**config.mk**
```make
export PLATFORM = sky130hd
export DESIGN_NAME = twi_block_xfer
export DESIGN_NICKNAME = d
export VERILOG_FILES = /design/src/rtl/twi_xfer_pkg.sv /design/src/rtl/twi_gap_timer.sv /design/src/rtl/twi_poll_limit.sv /design/src/rtl/twi_block_xfer.sv
export SDC_FILE = /design/constraint.sdc
export NUM_CORES = 1
export LEC_CHECK = 0
export ABC_AREA = 1
export CORE_MARGIN = 4
export CORE_UTILIZATION = 40
export CTS_BUF_LIST = sky130_fd_sc_hd__clkbuf_4 sky130_fd_sc_hd__clkbuf_8
export DETAILED_ROUTE_END_ITERATION = 12
export PLACE_DENSITY = 0.63
export RECOVER_POWER = 25
export SLEW_MARGIN = 10
export SYNTH_ARGS = -nofsm -noshare
export SYNTH_HDL_FRONTEND = slang
export SYNTH_SLANG_ARGS = --single-unit
```
**constraint.sdc**
```tcl
create_clock -name clk -period 2.95 [get_ports clk]
set_input_delay 0.885 -clock clk [delete_from_list [all_inputs] [get_ports clk]]
set_output_delay 0.885 -clock clk [all_outputs]
set_load 0.01 [all_outputs]
```
**src/rtl/twi_xfer_pkg.sv**
```systemverilog
package twi_xfer_pkg;

  typedef enum logic [2:0] {
    OP_START_WR = 3'd0,
    OP_WR       = 3'd1,
    OP_RD_ACK   = 3'd2,
    OP_RD_LAST  = 3'd3,
    OP_STOP     = 3'd4
  } xfer_op_t;

  typedef enum logic [3:0] {
    S_IDLE, S_ADDR, S_OFFS, S_GAP, S_RSTART, S_RDATA, S_WDATA,
    S_WSTOP, S_POLL, S_PSTOP, S_DUMMY, S_FSTOP, S_DONE
  } xfer_st_t;

  // first byte of an address phase
  function automatic logic [7:0] lead_byte(input logic legacy, input logic [6:0] dev,
                                           input logic [7:0] off, input logic rd);
    return legacy ? {off[6:0], rd} : {dev, rd};
  endfunction

  // true when the byte just written closes the current chunk
  function automatic logic chunk_closes(input int unsigned left_in_chunk,
                                        input int unsigned left_total);
    return (left_in_chunk == 1) || (left_total == 1);
  endfunction

endpackage

```
**src/rtl/twi_gap_timer.sv**
```systemverilog
module twi_gap_timer #(
  parameter int GAP_CYCLES = 6000
) (
  input  logic clk,
  input  logic rst_n,
  input  logic run,
  output logic fire
);
  localparam int GAP_W = $clog2(GAP_CYCLES + 1);

  logic [GAP_W-1:0] cnt;

  assign fire = run && (cnt == GAP_W'(GAP_CYCLES - 1));

  always_ff @(posedge clk or negedge rst_n) begin
    if (!rst_n)      cnt <= '0;
    else if (!run)   cnt <= '0;
    else if (!fire)  cnt <= cnt + GAP_W'(1);
  end

  assert_gap_bound_R3: assert property (@(posedge clk) disable iff (!rst_n)
    cnt <= GAP_W'(GAP_CYCLES - 1));

endmodule

```
**src/rtl/twi_poll_limit.sv**
```systemverilog
module twi_poll_limit #(
  parameter int POLL_MAX = 100
) (
  input  logic clk,
  input  logic rst_n,
  input  logic clear,
  input  logic bump,
  output logic last_try
);
  localparam int PL_W = $clog2(POLL_MAX + 1);

  logic [PL_W-1:0] cnt;

  assign last_try = (cnt == PL_W'(POLL_MAX - 1));

  always_ff @(posedge clk or negedge rst_n) begin
    if (!rst_n)     cnt <= '0;
    else if (clear) cnt <= '0;
    else if (bump)  cnt <= cnt + PL_W'(1);
  end

  assert_poll_bound_R7: assert property (@(posedge clk) disable iff (!rst_n)
    cnt < PL_W'(POLL_MAX));

endmodule

```
**src/rtl/twi_block_xfer.sv**
```systemverilog
module twi_block_xfer
  import twi_xfer_pkg::*;
#(
  parameter int LEN_W      = 8,
  parameter int CHUNK      = 4,
  parameter int POLL_MAX   = 100,
  parameter int GAP_CYCLES = 6000
) (
  input  logic             clk,
  input  logic             rst_n,
  input  logic             req_start,
  input  logic             req_write,
  input  logic             req_legacy,
  input  logic [6:0]       req_dev,
  input  logic [7:0]       req_offset,
  input  logic [LEN_W-1:0] req_len,
  output logic             busy,
  output logic             done,
  output logic             done_fail,
  input  logic [7:0]       wr_data,
  input  logic             wr_valid,
  output logic             wr_ready,
  output logic [7:0]       rd_data,
  output logic             rd_valid,
  output logic             cmd_valid,
  output logic [2:0]       cmd_op,
  output logic [7:0]       cmd_byte,
  input  logic             eng_done,
  input  logic             eng_ack,
  input  logic [7:0]       eng_rdata
);
  localparam int CH_W = $clog2(CHUNK + 1);

  xfer_st_t         st;
  xfer_op_t         op_w;
  logic             issued, want, step;
  logic             is_wr, is_leg, fail_q;
  logic [6:0]       dev_q;
  logic [7:0]       off_q;
  logic [LEN_W-1:0] rem_q;
  logic [CH_W-1:0]  chunk_q;
  logic             gap_fire, poll_last, poll_clear, poll_bump, accept;

  assign step       = issued && eng_done;
  assign accept     = (st == S_IDLE) && req_start;
  assign busy       = (st != S_IDLE);
  assign done       = (st == S_DONE);
  assign done_fail  = fail_q;
  assign poll_clear = (st == S_WSTOP) && step;
  assign poll_bump  = (st == S_PSTOP) && step && !poll_last;

  twi_gap_timer #(.GAP_CYCLES(GAP_CYCLES)) u_gap (
    .clk(clk), .rst_n(rst_n), .run(st == S_GAP), .fire(gap_fire));

  twi_poll_limit #(.POLL_MAX(POLL_MAX)) u_poll (
    .clk(clk), .rst_n(rst_n), .clear(poll_clear), .bump(poll_bump),
    .last_try(poll_last));

  always_comb begin
    op_w     = OP_STOP;
    cmd_byte = 8'h00;
    want     = 1'b0;
    case (st)
      S_ADDR: begin
        want = 1'b1; op_w = OP_START_WR;
        cmd_byte = lead_byte(is_leg, dev_q, off_q, is_leg && !is_wr);
      end
      S_OFFS:   begin want = 1'b1; op_w = OP_WR; cmd_byte = off_q; end
      S_RSTART, S_POLL: begin
        want = 1'b1; op_w = OP_START_WR; cmd_byte = {dev_q, 1'b1};
      end
      S_RDATA:  begin want = 1'b1; op_w = (rem_q == LEN_W'(1)) ? OP_RD_LAST : OP_RD_ACK; end
      S_WDATA:  begin want = wr_valid; op_w = OP_WR; cmd_byte = wr_data; end
      S_WSTOP, S_PSTOP, S_FSTOP: want = 1'b1;
      S_DUMMY:  begin want = 1'b1; op_w = OP_RD_LAST; end
      default:  ;
    endcase
  end

  assign cmd_valid = want && !issued;
  assign cmd_op    = op_w;
  assign wr_ready  = (st == S_WDATA) && cmd_valid;

  always_ff @(posedge clk or negedge rst_n) begin
    if (!rst_n) begin
      st <= S_IDLE; issued <= 1'b0; is_wr <= 1'b0; is_leg <= 1'b0;
      fail_q <= 1'b0; dev_q <= '0; off_q <= '0; rem_q <= '0; chunk_q <= '0;
      rd_valid <= 1'b0; rd_data <= '0;
    end else begin
      rd_valid <= 1'b0;
      if (cmd_valid)  issued <= 1'b1;
      else if (step)  issued <= 1'b0;
      if (accept) begin
        is_wr <= req_write; is_leg <= req_legacy; dev_q <= req_dev;
        off_q <= req_offset; rem_q <= req_len; chunk_q <= CH_W'(CHUNK);
        fail_q <= 1'b0;
        st <= (req_len == '0) ? S_DONE : S_ADDR;
      end else if (st == S_GAP) begin
        if (gap_fire) st <= S_RSTART;
      end else if (st == S_DONE) begin
        st <= S_IDLE;
      end else if (step) begin
        case (st)
          S_ADDR:   st <= !eng_ack ? S_FSTOP : (!is_leg ? S_OFFS : (is_wr ? S_WDATA : S_RDATA));
          S_OFFS:   if (!eng_ack) begin
                      if (is_wr) st <= S_FSTOP;
                      else begin fail_q <= 1'b1; st <= S_DONE; end
                    end else st <= is_wr ? S_WDATA : S_GAP;
          S_RSTART: st <= eng_ack ? S_RDATA : S_FSTOP;
          S_RDATA: begin
            rd_valid <= 1'b1; rd_data <= eng_rdata;
            rem_q <= rem_q - LEN_W'(1);
            if (rem_q == LEN_W'(1)) st <= S_DONE;
          end
          S_WDATA:
            if (!eng_ack) st <= S_FSTOP;
            else begin
              rem_q   <= rem_q - LEN_W'(1);
              off_q   <= off_q + 8'd1;
              chunk_q <= chunk_q - CH_W'(1);
              if (chunk_closes(int'(chunk_q), int'(rem_q))) st <= S_WSTOP;
            end
          S_WSTOP:  st <= S_POLL;
          S_POLL:   st <= eng_ack ? S_DUMMY : S_PSTOP;
          S_PSTOP:  if (poll_last) begin fail_q <= 1'b1; st <= S_DONE; end
                    else st <= S_POLL;
          S_DUMMY:  if (rem_q == '0) st <= S_DONE;
                    else begin chunk_q <= CH_W'(CHUNK); st <= S_ADDR; end
          S_FSTOP:  begin fail_q <= 1'b1; st <= S_DONE; end
          default:  st <= S_IDLE;
        endcase
      end
    end
  end

  assert_single_cmd_R1: assert property (@(posedge clk) disable iff (!rst_n)
    cmd_valid |=> !cmd_valid);

  assert_gap_restart_R3: assert property (@(posedge clk) disable iff (!rst_n)
    gap_fire |=> (cmd_valid && cmd_op == 3'd0 && cmd_byte[0]));

  assert_offs_nack_R4: assert property (@(posedge clk) disable iff (!rst_n)
    (st == S_OFFS && step && !eng_ack && !is_wr) |=> (done && done_fail));

  assert_rd_only_reads_R5: assert property (@(posedge clk) disable iff (!rst_n)
    rd_valid |-> !is_wr);

  assert_dummy_dropped_R8: assert property (@(posedge clk) disable iff (!rst_n)
    (st == S_DUMMY && step) |=> !rd_valid);

  assert_done_pulse_R10: assert property (@(posedge clk) disable iff (!rst_n)
    done |=> !done && !busy);

endmodule

```
==> results.sh <==
export IMPL_start_util_pct=41.52
export IMPL_antenna_found_initial=0
export IMPL_tightest_slew_ns=1.582
export IMPL_drtIter0Drc=148
export IMPL_ant_nets=0
export IMPL_n_antenna_cell=0
export IMPL_vias_per_cell=5.042
export IMPL_fin_crit_ns=2.833
export IMPL_cts_htree_levels=3
export IMPL_grt_ovfl_total=0
export IMPL_crit_chain="clkdlybuf4s50_1, nand2_1, o211ai_1, nand2_1, nor2_1, dlygate4sd2_1"
export IMPL_ys_seq_area_share_pct=40.71
export IMPL_synthTopCellsByArea="dfrtp_1 (41%), nand2_1 (13%), o21ai_0 (8.5%)"
export IMPL_power_density_mw_per_mm2=869.9
export IMPL_setup_viol_count_final=0
export IMPL_wl_per_cell_um=13.40
export IMPL_ys_async_sr_fraction_pct=100.0
export IMPL_placed_cells=749
export IMPL_syn2layout_area_growth_pct=31.21
export IMPL_final_nets=688
export IMPL_ys_warn_count=0
export IMPL_rsz0062_at_grt="no"
export IMPL_root_buffer="clkbuf_8"
export IMPL_clockBufferDepth=2
export IMPL_fin_util_pct=54.47
export IMPL_cp_arrival_ns=1.95
export IMPL_fmax_mhz=352.9
export IMPL_synth_edf_count=0
export IMPL_cts_tree="done"
export IMPL_vdd_drop_max_uv=351.0
export IMPL_synthFlopType="dfrtp_1"
export IMPL_cp_end_kind="output pin"
export IMPL_yosysTopAreaCellShare_pct=40.71
export IMPL_cp_top_family="buffers and inverters"
export IMPL_status="finished with violations"
export IMPL_cts_inserted_buffers=9
export IMPL_wl_mm=10.27
export IMPL_syn_avg_cell_area_um2=7.265
export IMPL_min_path_type="reg2reg"
export IMPL_syn_area_mm2=0.003872
export IMPL_synth_top_area_cell="dfrtp_1"
export IMPL_synth_seq_cells=63
export IMPL_finalHoldViolCount=0
export IMPL_cts_hold_buf=0
export IMPL_drv_cap=1
export IMPL_drive_gt1_share_pct=12.09
export IMPL_final_cells=766
export IMPL_cpMaxStageDelayCell="clkdlybuf4s50_1"
export IMPL_grt_usage_pct=18.56
export IMPL_cp_common_cell="nand2_1"
export IMPL_hpwl_mm=7.791
export IMPL_vias=3862
export IMPL_maxSlewHeadroom_pct=-5.449
export IMPL_critPathLaunchType="input port"
export IMPL_syn_nets=589
export IMPL_design_core_area_mm2=0.009328
export IMPL_crit_buf_inv=2
export IMPL_clkTransAtPathRegs_ns=0.07
export IMPL_grt_start_max_net_pins=64
export IMPL_slowest_delay_ns=0.46
export IMPL_die_y_um=106.4
export IMPL_period_share_pct=96.04
export IMPL_cts_sinks=63
export IMPL_slew_violations=64
export IMPL_num_rows=35
export IMPL_drc=0
export IMPL_grt_pass1_vias=3737
export IMPL_grt_pass1_wl_mm=17.04
export IMPL_clk_latency_ns=0.34
export IMPL_fp_dieW_um=106.4
export IMPL_port_buffers=71
export IMPL_dieArea_mm2=0.01132
export IMPL_routabilityCongestion=0.8848
export IMPL_violations="capacitance limit, slew limit"
export IMPL_pin_count=72
export IMPL_dr_pass1_iters=4
export IMPL_synth_cell_types=36
export IMPL_p_leak_nw=2.412
export IMPL_crit_required_ns=2.07
export IMPL_cp_max_fo=3
export IMPL_crit_type="in2out"
export IMPL_synth_cells=533
export IMPL_skew_ns=0.01183
metrics by stage:
| step | hold slack [ns] | worst slack [ns] | total power, W | TNS (ns) | area (um^2) |
|---|---|---|---|---|---|
| 2_1_floorplan | 0.4588 | 0.5971 | 0.002756 | 0 | 3872 |
| 3_3_place_gp | 0.4544 | -0.1452 | 0.003699 | -0.8390 | 4890 |
| 3_5_place_dp | 0.4581 | -0.1553 | 0.003735 | -0.9607 | 4890 |
| 4_1_cts | 0.4762 | 0.05476 | 0.004452 | 0 | 5091 |
| 5_1_grt | 0.5015 | 0.007005 | 0.004816 | 0 | 5081 |
| 6_report | 0.4714 | 0.1167 | 0.004420 | 0 | 5081 |
registers in the layout, indices dropped and copies added (netlist names):
register,cells
chunk_q,3
dev_q,7
done_fail,1
is_leg,1
is_wr,1
issued,1
off_q,8
rd_data,8
rd_valid,1
rem_q,8
st,4
u_gap.cnt,13
u_poll.cnt,7
power breakdown:
part           internal [W]  switching, W  total, W
Combinational      0.000984       0.00127   0.00226
Clock              0.000397      0.000348  0.000745
Sequential          0.00116      0.000253   0.00142
Total               0.00254       0.00188   0.00442
worst min-delay path: stages (launching register included):
cell     delay (ns)
dfrtp_1        0.34
nand2_1        0.05
nand2_1        0.05
path summary, 6_finish.rpt:
path | startpoint | to | slack, ns | cells past startpoint
worst max-delay path | wr_valid | wr_ready | 0.12 | 6
worst min-delay path | rd_data[5] | rd_data[5] | 0.47 | 2
worst min register to register | rd_data[5] | rd_data[5] | 0.47 | 2
worst max register to register | st[2] | st[2] | 0.69 | 11
min in group asynchronous | rst_n | u_poll.cnt[3] | 1.02 | 2
max in group asynchronous | rst_n | st[0] | 0.89 | 2
per-layer routing:
layer / global-route usage (%) / part of all wire, % / up-vias
li1: - / - / 1941
met1: 23.94 / 46 / 1802
met2: 30.81 / 47 / 106
met3: 4.675 / 5.5 / 13
met4: 5.273 / 1.2 / 0
met5: 0 / 0 / -
area by class of cell:
type	instances	area [um^2]
timing repair buffer	98	890.9
clock buffer	10	131.4
inverter	73	276.5
fill	916	4247
clock inverter	6	61.31
sequential	63	1578
multi-input combinational	387	1982
tap	129	161.4
cell usage after synthesis, types with 6 or more instances:
master	n
a21oi_1	27
dfrtp_1	63
ha_1	9
inv_1	68
nand2_1	139
nand3_1	22
nand4_1	7
nor2_1	45
nor2_4	7
nor3_1	10
o211ai_1	8
o21ai_0	66
o21ai_1	6
xnor2_1	6
xor2_1	6
cells by family after synthesis:
family	Yosys count	share of synthesized area (%)
AO/OA/AOI/OAI	119	16.74
XOR/XNOR	12	2.714
adder cells (fa/ha/maj)	9	2.908
buffers and inverters	83	8.627
flip-flops	63	40.71
AND/OR/NAND/NOR	247	28.30
cells in the final DEF (no fill, tap or decap), types with 5 or more instances in the layout:
master,count
buf_4,26
a31oi_1,5
dlygate4sd2_1,12
a21oi_1,26
o21ai_0,66
nor2_4,8
nand3_1,22
nor2_2,5
ha_1,9
clkbuf_8,9
xor2_1,6
o21ai_1,6
clkdlybuf4s50_1,58
nand4_1,7
inv_2,5
nor3_1,10
nand2_1,139
dfrtp_1,62
inv_1,67
nor2_1,43
o211ai_1,8
xnor2_1,6
repair_timing:
action | 4_1_cts | 5_1_grt
endpoints found under the setup margin | 12 | 1
pin swaps | 1 | 0
setup buffers | 1 | 0
resized for setup | 19 | 1
Note: power is estimated with default switching activity, not from simulation.
